<file path="src/rtl/grpmatch_pkg.sv">
package grpmatch_pkg;

  // Strobes passed from the NFA control to the repetition datapath
  typedef struct packed {
    logic step;   // a character was accepted this cycle
    logic incr;   // the group completed on this character
    logic clr;    // the consecutive group run broke on this character
  } repStrobe_t;

endpackage

</file>
<file path="src/rtl/grpmatch_dec.sv">
module grpmatch_dec #(
  parameter int NTAP = 4,
  parameter logic [8*NTAP-1:0] TAP_CHARS = '0
) (
  input  logic [7:0]      charIn,
  output logic [NTAP-1:0] taps
);

  // One decoded line per pattern position; each is the one-hot line of its character
  for (genvar t = 0; t < NTAP; t++) begin : g_tap
    assign taps[t] = (charIn == TAP_CHARS[8*t +: 8]);
  end

endmodule

</file>
<file path="src/rtl/grpmatch_ctrl.sv">
module grpmatch_ctrl
  import grpmatch_pkg::*;
#(
  parameter logic [7:0] PREFIX_CHAR = 8'h64,
  parameter int GROUP_LEN = 3,
  parameter logic [8*GROUP_LEN-1:0] GROUP_CHARS = 24'h636261
) (
  input  logic                 clk,
  input  logic                 rstN,
  input  logic                 inValid,
  input  logic [7:0]           inChar,
  output repStrobe_t           strobes,
  output logic                 prefixSt,
  output logic [GROUP_LEN-1:0] grpState
);

  localparam int NTAP = GROUP_LEN + 1;
  localparam logic [8*NTAP-1:0] TAPS = {GROUP_CHARS, PREFIX_CHAR};

  logic [NTAP-1:0]      taps;
  logic [GROUP_LEN-1:0] grpNext;
  logic                 entryLive;

  grpmatch_dec #(.NTAP(NTAP), .TAP_CHARS(TAPS)) uDec (
    .charIn(inChar),
    .taps  (taps)
  );

  // Chain entry: lead stage live, or the previous group just completed
  assign entryLive = prefixSt | grpState[GROUP_LEN-1];

  for (genvar j = 0; j < GROUP_LEN; j++) begin : g_chain
    if (j == 0) begin : g_head
      assign grpNext[j] = entryLive & taps[1];
    end else begin : g_body
      assign grpNext[j] = grpState[j-1] & taps[j+1];
    end
  end

  always_ff @(posedge clk) begin
    if (!rstN) begin
      prefixSt <= 1'b0;
      grpState <= '0;
    end else if (inValid) begin
      prefixSt <= taps[0];
      grpState <= grpNext;
    end
  end

  always_comb begin
    strobes.step = inValid;
    strobes.incr = inValid & grpNext[GROUP_LEN-1];
    // No group position survives this character: the run is broken
    strobes.clr  = inValid & ~(|grpNext);
  end

endmodule

</file>
<file path="src/rtl/grpmatch_count.sv">
module grpmatch_count
  import grpmatch_pkg::*;
#(
  parameter int MIN_REP = 3,
  parameter int MAX_REP = 5,
  parameter bit AT_LEAST = 1'b0,
  parameter int CNT_W = $clog2(MAX_REP + 1)
) (
  input  logic             clk,
  input  logic             rstN,
  input  repStrobe_t       strobes,
  output logic [CNT_W-1:0] repCount,
  output logic             matchOut
);

  localparam logic [CNT_W-1:0] MIN_C = CNT_W'(MIN_REP);
  localparam logic [CNT_W-1:0] MAX_C = CNT_W'(MAX_REP);

  logic [CNT_W-1:0] cntStep;
  logic [CNT_W-1:0] cntNext;
  logic             matchNext;

  if (AT_LEAST) begin : g_least
    assign cntStep   = (repCount >= MIN_C) ? MIN_C : repCount + 1'b1;
    assign matchNext = (cntNext == MIN_C);
  end else begin : g_bound
    assign cntStep   = (repCount == MAX_C) ? '0 : repCount + 1'b1;
    assign matchNext = (cntNext >= MIN_C) && (cntNext <= MAX_C);
  end

  always_comb begin
    cntNext = repCount;
    if (strobes.clr)       cntNext = '0;
    else if (strobes.incr) cntNext = cntStep;
  end

  always_ff @(posedge clk) begin
    if (!rstN) begin
      repCount <= '0;
      matchOut <= 1'b0;
    end else if (strobes.step) begin
      repCount <= cntNext;
      matchOut <= matchNext;
    end
  end

endmodule

</file>
<file path="src/rtl/grpmatch_top.sv">
module grpmatch_top
  import grpmatch_pkg::*;
#(
  parameter logic [7:0] PREFIX_CHAR = 8'h64,
  parameter int GROUP_LEN = 3,
  parameter logic [8*GROUP_LEN-1:0] GROUP_CHARS = 24'h636261,
  parameter int MIN_REP = 3,
  parameter int MAX_REP = 5,
  parameter bit AT_LEAST = 1'b0
) (
  input  logic       clk,
  input  logic       rstN,
  input  logic       inValid,
  input  logic [7:0] inChar,
  output logic       matchOut
);

  localparam int CNT_W = $clog2(MAX_REP + 1);

  repStrobe_t           strobes;
  logic                 prefixSt;
  logic [GROUP_LEN-1:0] grpState;
  logic [CNT_W-1:0]     repCount;

  grpmatch_ctrl #(
    .PREFIX_CHAR(PREFIX_CHAR),
    .GROUP_LEN  (GROUP_LEN),
    .GROUP_CHARS(GROUP_CHARS)
  ) uCtrl (
    .clk     (clk),
    .rstN    (rstN),
    .inValid (inValid),
    .inChar  (inChar),
    .strobes (strobes),
    .prefixSt(prefixSt),
    .grpState(grpState)
  );

  grpmatch_count #(
    .MIN_REP (MIN_REP),
    .MAX_REP (MAX_REP),
    .AT_LEAST(AT_LEAST),
    .CNT_W   (CNT_W)
  ) uCount (
    .clk     (clk),
    .rstN    (rstN),
    .strobes (strobes),
    .repCount(repCount),
    .matchOut(matchOut)
  );

endmodule

</file>
<file path="config.mk">
export PLATFORM = sky130hd
export DESIGN_NAME = grpmatch_top
export DESIGN_NICKNAME = d
export VERILOG_FILES = /design/src/rtl/grpmatch_pkg.sv /design/src/rtl/grpmatch_dec.sv /design/src/rtl/grpmatch_ctrl.sv /design/src/rtl/grpmatch_count.sv /design/src/rtl/grpmatch_top.sv
export SDC_FILE = /design/constraint.sdc
export NUM_CORES = 1
export LEC_CHECK = 0
export BUFFER_PORTS_ARGS = -buffer_cell sky130_fd_sc_hd__buf_2
export CAP_MARGIN = 0
export CORE_AREA = 5 5 42 44
export CTS_BUF_LIST = sky130_fd_sc_hd__clkbuf_4
export DETAILED_ROUTE_END_ITERATION = 8
export DIE_AREA = 0 0 47 49
export PLACE_DENSITY_LB_ADDON = 0.12
export SLEW_MARGIN = 30
export SYNTH_ARGS = -nofsm -noshare
export SYNTH_HDL_FRONTEND = slang
export SYNTH_SLANG_ARGS = --single-unit
</file>
<file path="constraint.sdc">
create_clock -name clk -period 2.7 [get_ports clk]
set_input_delay 0.405 -clock clk [delete_from_list [all_inputs] [get_ports clk]]
set_output_delay 0.405 -clock clk [all_outputs]
set_load 0.05 [all_outputs]
</file>
==> flow_summary.ini <==
[die]
starting_density_of_the_core_pct = 36.5
design.die.area_mm2 = 0.00230
die-height_um = 49
placementRows = 14
floorplan.io_pins = 12
die_x_um = 47
fp.coreArea_mm2 = 0.00140

[flow_run]
cap_viol_max_count = 0

[sta]
hold_violations = 0
final.min_clock_period_ns = 1.56
max_freq_ghz = 0.640
rsz0062_at_grt = no
setup_tns_ns = 0
final_min_period_over_clock_period_pct = 57.8
timing.hold.ws_ns = 0.461
slew_margin_rel_pct = 80.1
setup_viol_count_final = 0
timing.final.max_slew_violations = 0
finalWorstSetupSlack_ns = 1.14
worst-slew-pin-transition_ns = 0.296
timing.clock.skew_ns = 0.000167

[critical_path]
rr_endpoint = uCount.matchOut
worst_setup_path_end_kind = flip-flop
setup_slack_reg_to_reg_ns = 1.46
critical_path.startpoint = inChar[3]
critical_path.reg2reg.startpoint = uCtrl.grpState[1]
required_ns = 2.83
cp-start-kind = primary input
critical_path.max_fanout = 4
worst_ep_arrival_time_ns = 1.69
critical_path_class = in2reg
reg2regPathDepth = 4

[power]
power.density_cell_area_mw_per_mm2 = 384
total_leakage_power_nw = 0.231
overall_power_of_the_completed_layout_uw = 232
irDropWorstVdd_mv = 0.187

[yosys]
syn_area_um2 = 512
netlist-cell-type-count = 32
proportion_of_synthesized_chip_area_in_sequential_cells_pct = 31.3
post_synth.cell_area_avg_um2 = 8.82
ys.flop_type = sky130_fd_sc_hd__dfxtp_1
syn-instance-count = 58
ys_ff_latch = 8
synth_async_sr_flop_share_pct = 0
number_of_flops_mapped_to_enable_cells_by_yosys = 0
ys.warnings.count = 0
postSynthNetCount = 69

[clock_tree]
htreeDepth = 1
cts.root.buffer_cell = sky130_fd_sc_hd__clkbuf_4
tritoncts = done
clock_latency_ns = 0.25
hold_buffers = 0
post_cts.repair.setup_buffers = 0
cts_buffer_depth = 2
cts_made_buffers = 3
worst_setup_hold_path_clk_slew_ns = 0.05
cts_repair_resize_count = 0
cts_sinks = 8

[hold_path]
hold_depth = 2
hold-path-endpoint = uCount.matchOut
hp-start = inValid
hold_path_class = in2reg

[routing]
drt_first_pass_iters = 2
ant_nets = 0
detailedRoute.firstIterationViolations = 8
detail_route.wl_per_cell_um = 12.3
drt_total_wl_um = 1070
num_vias = 454
via_per_inst = 5.22
drc = 0

[status]
status = finished clean

[global_route]
grt_max_degree = 13
grt_antenna_before_repair = 0
grt_pass1_vias = 427
globalRoute.totalOverflow = 0
grtUsageTotal_pct = 10.1
grt_pass1_wl_um = 1730

[cells_and_area]
diodes = 0
area_growth_syn_to_layout_pct = 18.1
utilization_pct = 43.1
final_nets = 84
share_of_layout_cells_above_drive_strength_1_pct = 29.6

[place]
post-place-ws_ns = 0.871
port-buffer-count = 11
globalplace.congestion = 0.705
place.detailed.hpwl_um = 859
-- cell families after synthesis --
group                  Yosys count  synth area share [%]
AND/OR/NAND/NOR                 30                  41.3
multiplexers                     1                  1.96
XOR/XNOR                         1                  1.71
buffers and inverters            3                  2.44
flip-flops                       8                  31.3
AO/OA/AOI/OAI                   15                  21.3
-- critical path: stages --
cell and delay [ns]:
sky130_fd_sc_hd__buf_2 0.10, sky130_fd_sc_hd__or4b_4 0.59, sky130_fd_sc_hd__nor4_4 0.27, sky130_fd_sc_hd__mux2i_1 0.25, sky130_fd_sc_hd__o22ai_2 0.08
-- registers in the layout, summed over array words and instances (netlist names) --
signal,cells
uCount.repCount,3
uCount.matchOut,1
uCtrl.grpState,3
uCtrl.prefixSt,1
-- how the worst max path moves through the flow --
| stage | cells past startpoint | to | slack, ns |
|---|---|---|---|
| finish | 5 | uCount.matchOut | 1.14 |
| global route | 5 | uCount.matchOut | 1.07 |
| CTS | 5 | uCount.matchOut | 1.13 |
| detailed placement | 5 | uCount.matchOut | 0.87 |
| global placement | 5 | uCount.matchOut | 0.89 |
| floorplan | 4 | uCount.matchOut | 1.04 |
-- report_power, final --
part	switching (mW)	internal, mW
Clock	0.0383	0.0507
Combinational	0.0147	0.0103
Sequential	0.0000167	0.118
-- placed cells by master, fill, tap and decap left out, drive strengths merged, types with 3 or more instances in the layout --
master	synthesis	final
nand2b	3	3
a21oi	3	3
nor4	3	3
clkbuf	0	3
o21ai	3	3
buf	1	11
nand2	6	6
nor2	3	3
nand3	5	5
dfxtp	8	8
-- final cells by class --
| cell class | count | area, um2 |
|---|---|---|
| repair buffers | 11 | 55.1 |
| multi-input cells | 47 | 339 |
| clock buffers | 3 | 22.5 |
| fillers | 152 | 797 |
| well taps | 16 | 20.0 |
| flip-flops and latches | 8 | 160 |
| inverters | 2 | 7.51 |
-- cell usage after synthesis (2+ instances only) --
cell	instances	area share, %
sky130_fd_sc_hd__dfxtp_1	8	31
sky130_fd_sc_hd__nand2_1	6	4.4
sky130_fd_sc_hd__nand3_1	5	4.9
sky130_fd_sc_hd__nand2b_1	3	3.7
sky130_fd_sc_hd__nor2_1	3	2.2
sky130_fd_sc_hd__a21oi_1	2	2.0
sky130_fd_sc_hd__inv_1	2	1.5
sky130_fd_sc_hd__nor2b_1	2	2.4
sky130_fd_sc_hd__nor4_4	2	8.3
sky130_fd_sc_hd__o211ai_1	2	2.9
sky130_fd_sc_hd__o21ai_0	2	2.0
-- metal layers --
metal,vias to the layer above,GRT usage (%),routed length (um)
met5,-,0,0
met3,2,2.21,75
met1,201,13.8,511
li1,243,-,-
met4,0,6.91,12
met2,8,13.6,471
-- through the flow --
step | std cells | area, um2
floorplan | 58 | 512
global placement | 84 | 582
detailed placement | 84 | 582
CTS | 87 | 604
global route | 87 | 604
finish | 87 | 604
No activity file was read; power rests on OpenSTA's default activity.
